===== config.mk =====
export PLATFORM = sky130hd
export DESIGN_NAME = mem_read_seq
export DESIGN_NICKNAME = d
export VERILOG_FILES = /design/src/rtl/mem_read_seq.sv
export SDC_FILE = /design/constraint.sdc
export NUM_CORES = 1
export LEC_CHECK = 0
export BUFFER_PORTS_ARGS = -buffer_cell sky130_fd_sc_hd__buf_4
export CAP_MARGIN = 20
export CORE_MARGIN = 3
export CORE_UTILIZATION = 43
export CTS_BUF_LIST = sky130_fd_sc_hd__clkbuf_4
export DETAILED_ROUTE_END_ITERATION = 12
export PLACE_DENSITY = 0.88
export SYNTH_ARGS = -nofsm -noshare
export SYNTH_HDL_FRONTEND = slang
export SYNTH_SLANG_ARGS = --single-unit

===== constraint.sdc =====
create_clock -name clk -period 1.6 [get_ports clk]
set_clock_uncertainty 0.2 [all_clocks]
set_input_delay 0.32 -clock clk [delete_from_list [all_inputs] [get_ports clk]]
set_output_delay 0.32 -clock clk [all_outputs]
set_load 0.005 [all_outputs]

===== src/rtl/mem_read_seq.sv =====
module mem_read_seq #(
  parameter int ADDR_W   = 16,
  parameter int DATA_W   = 8,
  parameter int WAIT_CYC = 1
) (
  input  logic              clk,
  input  logic              rst_n,
  input  logic              req,
  input  logic [ADDR_W-1:0] req_addr,
  output logic              busy,
  output logic              done,
  output logic [DATA_W-1:0] rdata,
  output logic [ADDR_W-1:0] bus_addr,
  output logic              bus_rd_n,
  input  logic [DATA_W-1:0] bus_data
);
  localparam int CW   = (WAIT_CYC > 1) ? $clog2(WAIT_CYC) : 1;
  localparam int LAST = (WAIT_CYC > 0) ? WAIT_CYC - 1 : 0;

  typedef enum logic [1:0] {S_IDLE, S_SETUP, S_STROBE, S_HOLD} state_t;

  state_t        state;
  logic [CW-1:0] wcnt;
  logic          accept, finish;

  assign busy   = (state != S_IDLE);
  assign accept = (state == S_IDLE) && req && !done;
  assign finish = ((state == S_STROBE) && (WAIT_CYC == 0)) ||
                  ((state == S_HOLD) && (wcnt == CW'(LAST)));

  always_ff @(posedge clk or negedge rst_n) begin
    if (!rst_n) begin
      state    <= S_IDLE;
      wcnt     <= '0;
      done     <= 1'b0;
      rdata    <= '0;
      bus_addr <= '0;
      bus_rd_n <= 1'b1;
    end else begin
      done <= 1'b0;
      if (accept) begin
        bus_addr <= req_addr;
        state    <= S_SETUP;
      end else if (state == S_SETUP) begin
        bus_rd_n <= 1'b0;
        state    <= S_STROBE;
      end else if (finish) begin
        rdata    <= bus_data;
        bus_rd_n <= 1'b1;
        done     <= 1'b1;
        state    <= S_IDLE;
      end else if (state == S_STROBE) begin
        wcnt  <= '0;
        state <= S_HOLD;
      end else if (state == S_HOLD) begin
        wcnt <= wcnt + 1'b1;
      end
    end
  end
endmodule


# After elaboration in Yosys (flattened, before gate mapping)
# Index checks and enable logic that the tools add are counted.
[op_classes] addsub=1 multipliers=0 n_div=0 order_cmp=0 n_eq_ne=3 n_shift=0 mux=11 bitwise=4 n_reduce_logical=12
[op_table] cell="2-to-1 mux 2 bit" count=4
[op_table] cell="2-to-1 mux 1 bit" count=7
[op_table] cell="nonzero test 2 bit" count=3
[op_table] cell="== test 2 bit, second input constant" count=2
[op_table] cell="inverter 1 bit" count=4
[op_table] cell="AND reduction 4 bit" count=1
[op_table] cell="nonzero test 4 bit" count=1
[op_table] cell="logical AND 1 bit" count=3
[op_table] cell="AND reduction 3 bit" count=1
[op_table] cell="== test 2 x 1 -> 1 bit, second input constant" count=1
[op_table] cell="zero test 2 bit" count=1
[op_table] cell="AND reduction 2 bit" count=1
[op_table] cell="adder 1 bit, second input constant" count=1
[op_table] cell="zero test 1 bit" count=1
[word_totals] regBits=29 latch_bits=0 ram_bits=0 romBits=0 inputBits=27 output_inout_bits=27 elab_cells=37 n_memories=0

# Logic depth before layout (Yosys ltp)
# Gate-level depths: netlist (run 1).
[depth] depth_word=5 ltp_mapped=6 ltp_nobuf=5

# Worst setup path after synthesis (run 1)
# Ideal clock, no wire load.
[synth_timing] path_kind="register to register" start="register state[0]" end="register rdata[0]" setup_time_ps=125 arrival_time_ps=1333 required_time_ps=1275 slack_ps=-57 path_stages_with_launch=7 path_buffers=1 synth_period_minus_slack_ps=1657 cell_sequence="dfrtp_1 > inv_1 > ha_1 > nand3b_1 > buf_4 > nand2_4 > mux2_2"
[synth_between] elab_chain_cells=5 word_cells_on_any_way=9 classes_between="2 x eq/ne; 2 x bitwise; 5 x reduce/logical"
[synth_rtl] element="from (decl)" line="22" source="state_t state;"
[synth_rtl] element="from (signal assigned)" line="33" source="state <= S_IDLE;"
[synth_rtl] element="from (signal assigned)" line="43" source="state <= S_SETUP;"
[synth_rtl] element="from (signal assigned)" line="46" source="state <= S_STROBE;"
[synth_rtl] element="zero test 2 bit" line="27" source="assign accept = (state == S_IDLE) && req && !done;"
[synth_rtl] element="logical AND 1 bit (2 in series)" line="27"
[synth_rtl] element="inverter 1 bit (no source line)"
[synth_rtl] element="AND reduction 3 bit (no source line) *"
[synth_rtl] element="to (signal assigned)" line="48" source="rdata <= bus_data;"
[synth_rtl] element="to (decl)" line="12" source="output logic [DATA_W-1:0] rdata,"
# Every way passes the cells marked *; elsewhere a longest branch is shown, timed or not.
# A chain may end at the register's enable or synchronous reset.

# Worst setup path after layout (run 1)
[layout_timing] start="register state[1]" end="output port busy"
[layout_between] elab_chain_cells=1
[layout_rtl] element="nonzero test 2 bit" line="26" source="assign busy = (state != S_IDLE);"
[layout_rtl] element="to (decl)" line="10" source="output logic busy,"
# Every way passes these cells.

==> results_tabular.tex, run 1 <==
\begin{tabular}{lr}
\hline
Metric & Value \\
\hline
\multicolumn{2}{l}{\textbf{Status}} \\
Result of the run & finished, violations left \\
Violated checks & negative setup slack \\
\multicolumn{2}{l}{\textbf{Logic synthesis}} \\
Avg Cell Area, Syn & 15.08 um\^{}2 \\
Proportion of synthesized chip area in sequential cells & 61.81\% \\
Ys Warns & 0 \\
Post-synth design cell area & 1176 um\^{}2 \\
Library cells used by synthesis & 17 \\
Post-Synthesis Cells & 78 \\
Syn Nets & 109 \\
Register bit total from synthesis & 29 \\
\multicolumn{2}{l}{\textbf{Routing}} \\
Wirelength per Cell & 15.24 um \\
Number of violations reported at the end of detailed-routing iteration 0 & 16 \\
Final ANT Viol Nets & 0 \\
Detailed Routing Iterations Pass 1 & 4 \\
Detailed Route WL & 2835 um \\
Drt via density & 4.952 \\
Met3 Routed Length & 265 um \\
Met1 routed wirelength after detailed routing & 1048 um \\
Max layer used & met4 \\
DRC violations left & 0 \\
Length of routed met2 wiring & 1445 um \\
Total via count after detailed routing & 921 \\
\multicolumn{2}{l}{\textbf{Timing}} \\
Clock period minus worst slack & 1.750 ns \\
Number of endpoints failing setup at the final stage & 25 \\
Achievable frequency & 0.5713 GHz \\
Max transition margin & 76.13\% \\
Total count of hold-check failures in the final report & 0 \\
Max Transition Viols Final & 0 \\
Period utilisation layout & 109.4\% \\
Unrepaired setup endpoints after global routing & true \\
Transition at the pin with the smallest max-transition slack & 0.3580 ns \\
Final WS setup & -0.1505 ns \\
\multicolumn{2}{l}{\textbf{Worst setup path}} \\
Endpoint kind of the worst setup timing path & output pin \\
Highest fanout seen on the critical path & 2 \\
Crit Reg-Reg Startpoint & state[1]\$\_DFFE\_PN0P\_ \\
R2R depth & 6 \\
Minimum setup slack among reg-to-reg paths & -0.13 ns \\
Required time at the worst-slack endpoint & 1.08 ns \\
Destination of the worst register-to-register timing path & rdata[0]\$\_DFFE\_PN0P\_ \\
Critical path type & reg -> out \\
Worst setup path start & state[1]\$\_DFFE\_PN0P\_ \\
Crit path DAT & 1.23 ns \\
Startpoint class of the critical path & register \\
\multicolumn{2}{l}{\textbf{Floorplan}} \\
Initial core utilization & 46.21\% \\
Chip height & 58.30 um \\
Top-Level Pins & 54 \\
Overall die area & 3399 um\^{}2 \\
Area of the core & 2545 um\^{}2 \\
Die Width & 58.30 um \\
Number of placement rows & 18 \\
\multicolumn{2}{l}{\textbf{Hold path}} \\
Hold Crit Class & in -> reg \\
Number of stages on the worst hold path & 2 \\
Worst min-delay path endpoint & rdata[7]\$\_DFFE\_PN0P\_ \\
Hold Crit Start & bus\_data[7] \\
\multicolumn{2}{l}{\textbf{Final layout}} \\
Fraction of final layout cells sized beyond drive strength 1 & 71.79\% \\
Commonest non-fill, non-tap cell in the layout & buf\_4 \\
Finished Cell Area & 1923 um\^{}2 \\
Number of antenna repair diodes & 0 \\
Most frequent cells in the layout & 60 x buf\_4, 28 x dfrtp\_1, 23 x mux2\_2 \\
Layout overhead on the synthesized area & 63.51\% \\
NumNets Final & 186 \\
\multicolumn{2}{l}{\textbf{Clock network}} \\
CTS tree & built \\
Inserted Clock Buffers & 5 \\
Root buf cell & clkbuf\_4 \\
Clock latency on the worst-skew pair & 0.33 ns \\
Maximum clock insertion buffer count & 2 \\
Clock transition at the registers of the reported paths & 0.09 ns \\
H-Tree Level Count & 2 \\
Clk sink count & 29 \\
\multicolumn{2}{l}{\textbf{Placement}} \\
I/O Buffers & 53 \\
Placer congestion estimate & 0.7369 \\
Sum of net half-perimeters after detailed placement & 1936 um \\
Pre-CTS setup slack & -0.1780 ns \\
Cell area after placement & 1693 um\^{}2 \\
\multicolumn{2}{l}{\textbf{GRT}} \\
Pin count of the biggest net entering global routing & 30 \\
Overflow left after global routing & 0 \\
Wire length of the first global-routing pass & 4450 um \\
Aggregate global-route resource usage & 17.75\% \\
Via count of the first global-routing pass & 1033 \\
Antenna violations before repair & 0 \\
\multicolumn{2}{l}{\textbf{Run}} \\
Number of max-cap violations & 0 \\
\multicolumn{2}{l}{\textbf{Power}} \\
VDD IR-drop max & 1.562 mV \\
Cell area power density & 2009 nW/um\^{}2 \\
Leakage Power & 0.9434 nW \\
\hline
\end{tabular}
[cell type report]
| type | instances | area (um^2) |
|---|---|---|
| Inverter | 4 | 15.01 |
| Multi-Input combinational cell | 44 | 493.0 |
| Tap cell | 30 | 37.54 |
| Timing Repair Buffer | 71 | 571.8 |
| Sequential cell | 29 | 726.9 |
| Clock inverter | 2 | 33.78 |
| Fill cell | 155 | 621.8 |
| Clock buffer | 6 | 45.04 |
[layer usage]
metal	vias up	GRT usage, %
met5	-	0
met4	0	8.278
met3	7	8.333
met2	48	30.46
met1	447	18.19
li1	419	-
[timing repair]
item	CTS	global route
resized for setup	14	7
endpoints found under the hold margin	29	1
gates cloned	1	0
pin swaps	7	4
setup endpoints to repair	26	27
hold buffers	1	1
setup buffers	5	2
[cell families after synthesis]
family | count (synthesis) | share of synthesized area (%)
DFF | 29 | 61.81
muxes | 24 | 22.98
and+or+nand+nor | 11 | 6.277
buffers and inverters | 6 | 2.340
AOI/OAI and AO/OA | 4 | 2.341
adders and majority gates | 4 | 4.255
[power breakdown]
| group | switching, mW | internal, mW | leakage [nW] |
|---|---|---|---|
| combinational | 0.716 | 1.25 | 0.556 |
| sequential | 0.194 | 1.11 | 0.345 |
| clock | 0.256 | 0.342 | 0.0433 |
| total | 1.17 | 2.70 | 0.943 |
[worst max path at each step]
stage	to	slack, ns	cells after the start
2_1_floorplan	rdata[0]$_DFFE_PN0P_	-0.03	5
3_3_place_gp	rdata[1]$_DFFE_PN0P_	-0.13	5
3_5_place_dp	bus_addr[3]$_DFFE_PN0P_	-0.18	5
4_1_cts	busy	-0.12	5
5_1_grt	busy	-0.20	5
6_report	busy	-0.15	5
[cells in the mapped netlist (all sizes together)]
master  count  share of area (%)
nand3b      1               0.64
buf         2                1.1
dfstp       1                2.2
ha          4                4.3
nor3        2               0.85
nor2        2               0.64
o31a        1               0.74
nand2       4                1.9
and2b       1               0.64
o21ai       2               0.85
inv         4                1.3
nor3b       1                1.6
a22o        1               0.74
mux2       24                 23
dfrtp      28                 60
[flip-flops by register name (all words and copies together), names as in the netlist]
name	cells
done	1
rdata	8
wcnt	1
bus_addr	16
bus_rd_n	1
state	2
[worst max-delay path: stages (launching register included)]
cell     delay (ns)
dfrtp_1        0.42
inv_2          0.11
ha_4           0.15
buf_6          0.10
inv_2          0.03
buf_6          0.10
[per-stage QoR]
stage                     utilization (%)  hold WS (ns)  power (mW)  TNS [ns]  cells
final                               75.57       0.01716       3.863    -2.168    186
after global placement              66.52       0.04969       2.875    -2.519    170
after CTS                           74.48      0.003604       3.847    -1.338    185
after global routing                75.57     -0.001167       4.112    -3.564    186
after detailed placement            66.52       0.06256       2.965    -3.535    170
after floorplan                         -       -0.1756       2.067   -0.3425     78
(Power assumes the default switching activity.)
==> inputs of run 2 (changes only) <==
--- a/config.mk
+++ b/config.mk
@@ -8,10 +8,10 @@
 export BUFFER_PORTS_ARGS = -buffer_cell sky130_fd_sc_hd__buf_4
 export CAP_MARGIN = 20
 export CORE_MARGIN = 3
-export CORE_UTILIZATION = 43
+export CORE_UTILIZATION = 47
 export CTS_BUF_LIST = sky130_fd_sc_hd__clkbuf_4
 export DETAILED_ROUTE_END_ITERATION = 12
-export PLACE_DENSITY = 0.88
+export PLACE_DENSITY = 0.91
 export SYNTH_ARGS = -nofsm -noshare
 export SYNTH_HDL_FRONTEND = slang
 export SYNTH_SLANG_ARGS = --single-unit
==> constraint.sdc (replaced) <==
create_clock -name clk -period 1.9 [get_ports clk]
set_clock_uncertainty 0.2 [all_clocks]
set_input_delay 0.38 -clock clk [delete_from_list [all_inputs] [get_ports clk]]
set_output_delay 0.38 -clock clk [all_outputs]
set_load 0.005 [all_outputs]
==> run 2 against run 1 <==
Compared with the run above:
- the run now ends clean
- non-clock buffer count is 11 lower
- clock-buffer cell count unchanged
- wire length is 2.8% lower
- worst hold slack improved by 0.065 ns
- first-iteration DRC count is 19% higher
- flip-flop and latch count stayed put
- total power decreased by 28%
==> results_tabular.tex, run 2 (synthesis gave the netlist of run 1 again) <==
\begin{tabular}{lr}
\hline
Metric & Value \\
\hline
\multicolumn{2}{l}{\textbf{Power}} \\
VDD IR-drop max & 1.067 mV \\
Cell area power density & 1623 nW/um\^{}2 \\
Leakage Power & 0.8613 nW \\
Final total power & 2.775 mW \\
\multicolumn{2}{l}{\textbf{Floorplan}} \\
Top-Level Pins & 54 \\
Number of placement rows & 17 \\
Overall die area & 3139 um\^{}2 \\
Initial core utilization & 51.20\% \\
Chip height & 56.03 um \\
Area of the core & 2297 um\^{}2 \\
Die Width & 56.03 um \\
\multicolumn{2}{l}{\textbf{GRT}} \\
Antenna violations before repair & 0 \\
Via count of the first global-routing pass & 923 \\
Wire length of the first global-routing pass & 4395 um \\
Pin count of the biggest net entering global routing & 30 \\
Aggregate global-route resource usage & 18.27\% \\
Overflow left after global routing & 0 \\
\multicolumn{2}{l}{\textbf{Final layout}} \\
Max FFs per register & 16 \\
Largest registers & bus\_addr: 16 flops, rdata: 8 flops, state: 2 flops \\
Fraction of final layout cells sized beyond drive strength 1 & 65.28\% \\
Reg with most FFs & bus\_addr \\
NumNets Final & 174 \\
Commonest non-fill, non-tap cell in the layout & buf\_4 \\
Most frequent cells in the layout & 58 x buf\_4, 28 x dfrtp\_1, 24 x mux2\_2 \\
Layout overhead on the synthesized area & 45.43\% \\
Number of antenna repair diodes & 0 \\
Util after Layout & 74.46\% \\
\multicolumn{2}{l}{\textbf{Worst setup path}} \\
Critical path type & reg -> reg \\
WP buf/inv & 2 \\
Required time at the worst-slack endpoint & 1.91 ns \\
Startpoint class of the critical path & register \\
Crit path DAT & 1.89 ns \\
Delay of the slowest critical-path stage & 0.41 ns \\
Slowest library cell on the worst path & dfrtp\_1 \\
Critical path's top delay family & flip-flops \\
Highest fanout seen on the critical path & 7 \\
Ordered cell list for the critical path & inv\_1, ha\_1, nand3b\_1, buf\_4, mux2\_2 \\
Endpoint kind of the worst setup timing path & register \\
\multicolumn{2}{l}{\textbf{Routing}} \\
Met3 Routed Length & 147 um \\
Total via count after detailed routing & 863 \\
DRC violations left & 0 \\
Wirelength per Cell & 16.03 um \\
Detailed Route WL & 2757 um \\
Length of routed met2 wiring & 1537 um \\
Drt via density & 5.017 \\
Final ANT Viol Nets & 0 \\
Number of violations reported at the end of detailed-routing iteration 0 & 19 \\
Met1 routed wirelength after detailed routing & 1010 um \\
Max layer used & met4 \\
Detailed Routing Iterations Pass 1 & 4 \\
\multicolumn{2}{l}{\textbf{Clock network}} \\
Maximum clock insertion buffer count & 2 \\
Clk sink count & 29 \\
Inserted Clock Buffers & 5 \\
Clock transition at the registers of the reported paths & 0.09 ns \\
Root buf cell & clkbuf\_4 \\
Clock latency on the worst-skew pair & 0.32 ns \\
H-Tree Level Count & 2 \\
CTS tree & built \\
\multicolumn{2}{l}{\textbf{Timing}} \\
Max Transition Viols Final & 0 \\
Unrepaired setup endpoints after global routing & true \\
Period utilisation layout & 98.99\% \\
Clock period minus worst slack & 1.881 ns \\
Number of endpoints failing setup at the final stage & 0 \\
Transition at the pin with the smallest max-transition slack & 0.3548 ns \\
Achievable frequency & 0.5317 GHz \\
Total count of hold-check failures in the final report & 0 \\
Max transition margin & 76.35\% \\
\multicolumn{2}{l}{\textbf{Run}} \\
Number of max-cap violations & 0 \\
\multicolumn{2}{l}{\textbf{Hold path}} \\
Hold Crit Class & in -> reg \\
\multicolumn{2}{l}{\textbf{Placement}} \\
I/O Buffers & 53 \\
Placer congestion estimate & 0.8006 \\
Sum of net half-perimeters after detailed placement & 2090 um \\
\multicolumn{2}{l}{\textbf{Status}} \\
Result of the run & completed \\
\hline
\end{tabular}
==> run 2: cell types whose count changed in the layout (fill, tap and decap cells not counted), sizes merged <==
cell,before,now
bufinv,1,0
buf,69,59
dlygate4sd3,2,1
nand2,5,4
clkinv,1,2
==> run 2: repair_timing <==
action / 4_1_cts / 5_1_grt
hold endpoints to repair: 28 / 0
gates resized for setup: 0 / 1
hold buffers: 1 / 0
setup endpoints to repair: 0 / 24
buffers inserted: 0 / 4
==> run 2: per-layer routing <==
| layer | vias to the layer above | global-route usage [%] |
|---|---|---|
| met1 | 425 | 18.32 |
| met2 | 30 | 33.56 |
| li1 | 399 | - |
| met4 | 0 | 8.814 |
| met3 | 9 | 5.800 |
| met5 | - | 0 |
==> run 2: worst reg2reg max path, stage by stage (launching register included) <==
cell and delay [ns]:
dfrtp_1 0.41, inv_1 0.09, ha_1 0.22, nand3b_1 0.27, buf_4 0.23, mux2_2 0.35
==> run 2: path summary, 6_finish.rpt <==
check	depth (start not counted)	start	slack, ns	endpoint
min in group asynchronous	2	rst_n	0.30	bus_addr[15]$_DFFE_PN0P_
max reg2reg	5	state[1]$_DFFE_PN0P_	0.02	bus_addr[2]$_DFFE_PN0P_
max in group asynchronous	2	rst_n	0.90	bus_rd_n$_DFFE_PN1P_
max	5	state[1]$_DFFE_PN0P_	0.02	bus_addr[2]$_DFFE_PN0P_
min reg2reg	1	rdata[6]$_DFFE_PN0P_	0.31	rdata[6]$_DFFE_PN0P_
min	2	bus_data[4]	0.08	rdata[4]$_DFFE_PN0P_
==> run 2: final cells by class <==
cell class	count	area [um^2]
clock buffers	6	45.04
well taps	28	35.03
flip-flops and latches	29	726.9
inverters	4	15.01
fillers	171	586.8
multi-input cells	43	421.7
clock inverters	2	10.01
repair buffers	60	456.7
==> run 2: per-stage QoR <==
stage	setup TNS, ns	hold WS, ns	std cells	cell area, um^2	setup slack (ns)
floorplan	0	-0.1156	78	1176	0.2425
detailed placement	0	0.1214	159	1612	0.04860
CTS	0	0.08073	168	1677	0.03596
finish	0	0.08209	172	1710	0.01913
global route	-0.7380	0.06554	172	1710	-0.05511
global placement	0	0.1120	159	1612	0.1678
==> run 2: report_power, final <==
group	internal, mW	switching, mW
sequential	0.933	0.177
combinational	0.816	0.484
clock	0.155	0.211
total	1.90	0.872
==> inputs of run 3 (changes only) <==
--- a/config.mk
+++ b/config.mk
@@ -5,7 +5,7 @@
 export SDC_FILE = /design/constraint.sdc
 export NUM_CORES = 1
 export LEC_CHECK = 0
-export BUFFER_PORTS_ARGS = -buffer_cell sky130_fd_sc_hd__buf_4
+export BUFFER_PORTS_ARGS = -buffer_cell sky130_fd_sc_hd__clkbuf_2
 export CAP_MARGIN = 20
 export CORE_MARGIN = 3
 export CORE_UTILIZATION = 47
==> run 3 against run 2 <==
Compared with the run above:
- flip-flop and latch count stayed put
- total power fell by 8.8%
- final area shrank 9.4%
- critical path depth unchanged
- critical endpoint is now rdata[3]$_DFFE_PN0P_
==> results_tabular.tex, run 3 (synthesis gave the netlist of run 1 again) <==
\begin{tabular}{lr}
\hline
Metric & Value \\
\hline
\multicolumn{2}{l}{\textbf{GRT}} \\
Wire length of the first global-routing pass & 4098 um \\
Overflow left after global routing & 0 \\
Aggregate global-route resource usage & 17.20\% \\
Pin count of the biggest net entering global routing & 30 \\
Via count of the first global-routing pass & 858 \\
Antenna violations before repair & 0 \\
\multicolumn{2}{l}{\textbf{Worst setup path}} \\
Critical path's top delay family & simple AND/OR/NAND/NOR gates \\
Required time at the worst-slack endpoint & 1.91 ns \\
Ordered cell list for the critical path & inv\_1, ha\_1, nor3b\_4, nand2\_4, mux2\_2 \\
Slowest library cell on the worst path & dfrtp\_1 \\
Endpoint kind of the worst setup timing path & register \\
Delay of the slowest critical-path stage & 0.41 ns \\
Crit path DAT & 1.79 ns \\
Critical path type & reg -> reg \\
Highest fanout seen on the critical path & 9 \\
WP buf/inv & 1 \\
Startpoint class of the critical path & register \\
\multicolumn{2}{l}{\textbf{Power}} \\
Switching Power & 0.8013 mW \\
Internal power & 1.730 mW \\
Gate power share & 41.5\% \\
Cell area power density & 1634 nW/um\^{}2 \\
Leakage Power & 0.8074 nW \\
VDD IR-drop max & 0.9331 mV \\
Relative contribution of sequential cells to total power & 43.3\% \\
Clock network power share & 15.1\% \\
Switching share of total power & 31.66\% \\
Final total power & 2.531 mW \\
\multicolumn{2}{l}{\textbf{Hold path}} \\
Hold Crit Class & in -> reg \\
\multicolumn{2}{l}{\textbf{Placement}} \\
Sum of net half-perimeters after detailed placement & 1855 um \\
I/O Buffers & 53 \\
Instance count after placement with tap cells included & 159 \\
Placer congestion estimate & 0.7522 \\
\multicolumn{2}{l}{\textbf{Final layout}} \\
Reg with most FFs & bus\_addr \\
NumNets Final & 170 \\
Largest registers & bus\_addr: 16 flops, rdata: 8 flops, state: 2 flops \\
Number of antenna repair diodes & 0 \\
Fillcell total & 165 \\
Final non-filler cell total & 168 \\
Max FFs per register & 16 \\
Layout overhead on the synthesized area & 31.70\% \\
Fraction of final layout cells sized beyond drive strength 1 & 64.29\% \\
Commonest non-fill, non-tap cell in the layout & clkbuf\_2 \\
Most frequent cells in the layout & 53 x clkbuf\_2, 28 x dfrtp\_1, 24 x mux2\_2 \\
Util after Layout & 67.43\% \\
\multicolumn{2}{l}{\textbf{Routing}} \\
Met1 routed wirelength after detailed routing & 887 um \\
Final ANT Viol Nets & 0 \\
Detailed Route WL & 2346 um \\
Total via count after detailed routing & 809 \\
Drt via density & 4.815 \\
Length of routed met2 wiring & 1260 um \\
Wirelength per Cell & 13.96 um \\
Met3 Routed Length & 162 um \\
Max layer used & met4 \\
DRC violations left & 0 \\
Number of violations reported at the end of detailed-routing iteration 0 & 5 \\
Detailed Routing Iterations Pass 1 & 2 \\
\multicolumn{2}{l}{\textbf{Clock network}} \\
Root buf cell & clkbuf\_4 \\
Clock transition at the registers of the reported paths & 0.08 ns \\
H-Tree Level Count & 2 \\
Number of buffers inserted to repair setup after CTS & 0 \\
CTS tree & built \\
Clk sink count & 29 \\
Maximum clock insertion buffer count & 2 \\
Clock latency on the worst-skew pair & 0.32 ns \\
Inserted Clock Buffers & 5 \\
\multicolumn{2}{l}{\textbf{Timing}} \\
Setup Total Neg Slack & 0 ns \\
Period utilisation layout & 93.95\% \\
Clock period minus worst slack & 1.785 ns \\
Max Transition Viols Final & 0 \\
Achievable frequency & 0.5602 GHz \\
Max transition margin & 52.08\% \\
Total count of hold-check failures in the final report & 0 \\
Transition at the pin with the smallest max-transition slack & 0.7187 ns \\
Number of endpoints failing setup at the final stage & 0 \\
Unrepaired setup endpoints after global routing & false \\
\multicolumn{2}{l}{\textbf{Floorplan}} \\
Top-Level Pins & 54 \\
Area of the core & 2297 um\^{}2 \\
Die Width & 56.03 um \\
Overall die area & 3139 um\^{}2 \\
Chip height & 56.03 um \\
Initial core utilization & 51.20\% \\
Number of placement rows & 17 \\
\multicolumn{2}{l}{\textbf{Status}} \\
Result of the run & completed \\
\multicolumn{2}{l}{\textbf{Run}} \\
Number of max-cap violations & 0 \\
\hline
\end{tabular}
run 3: cell count changes in the layout (fill, tap and decap cells not counted):
cell / previous run / this run
clkbuf_2: 0 / 53
buf_4: 58 / 2
buf_6: 1 / 0
clkbuf_4: 6 / 8
clkinv_2: 2 / 0
run 3: cell type report:
type                            count  area, um^2  area share (%)
Tap cell                           28       35.03           2.262
Inverter                            4       15.01          0.9693
Sequential cell                    29       726.9           46.93
Clock buffer                        8       60.06           3.877
Multi-Input combinational cell     43       421.7           27.22
Timing Repair Buffer               56       290.3           18.74
run 3: final timing paths:
check	from	to	slack [ns]	cells after the start
worst max-delay path	state[1]$_DFFE_PN0P_	rdata[3]$_DFFE_PN0P_	0.11	5
worst min-delay path	bus_data[0]	rdata[0]$_DFFE_PN0P_	0.09	2
worst max register to register	state[1]$_DFFE_PN0P_	rdata[3]$_DFFE_PN0P_	0.11	5
worst min register to register	rdata[5]$_DFFE_PN0P_	rdata[5]$_DFFE_PN0P_	0.31	1
max in group asynchronous	rst_n	bus_addr[10]$_DFFE_PN0P_	0.61	2
min in group asynchronous	rst_n	bus_addr[13]$_DFFE_PN0P_	0.44	2
run 3: layer usage:
layer  GRT usage, %  up-vias
met5              0        -
met4          7.797        0
met3          7.193        5
met2          28.71       26
met1          18.95      389
li1               -      389
run 3: per-stage QoR:
| stage | hold slack, ns | area (um^2) | setup slack [ns] |
|---|---|---|---|
| after floorplan | -0.1156 | 1176 | 0.2425 |
| after global placement | 0.2405 | 1479 | 0.1871 |
| after detailed placement | 0.2593 | 1479 | 0.1140 |
| after CTS | 0.07414 | 1549 | 0.1022 |
| after global routing | 0.06708 | 1549 | 0.003099 |
| final | 0.08824 | 1549 | 0.1150 |
run 3: power groups by stage:
stage	Combinational, mW	Sequential (mW)	Clock, mW
after floorplan	0.595	1.12	0
after global placement	1.02	1.09	0
after detailed placement	1.07	1.11	0
after CTS	1.08	1.10	0.397
after global routing	1.16	1.14	0.430
final	1.05	1.10	0.383
run 3: what timing repair did:
item                                   in CTS  in global routing
endpoints found under the hold margin      28                  0
hold buffers                                1                  0
resized for setup                           0                  0
run 3: worst reg2reg max path, delay by kind of cell, from the launching register on:
family | cells | cell delay [ns]
buffers and inverters | 1 | 0.08
multiplexers | 1 | 0.30
flip-flops | 1 | 0.41
AND/OR/NAND/NOR | 2 | 0.43
adder cells (fa/ha/maj) | 1 | 0.26
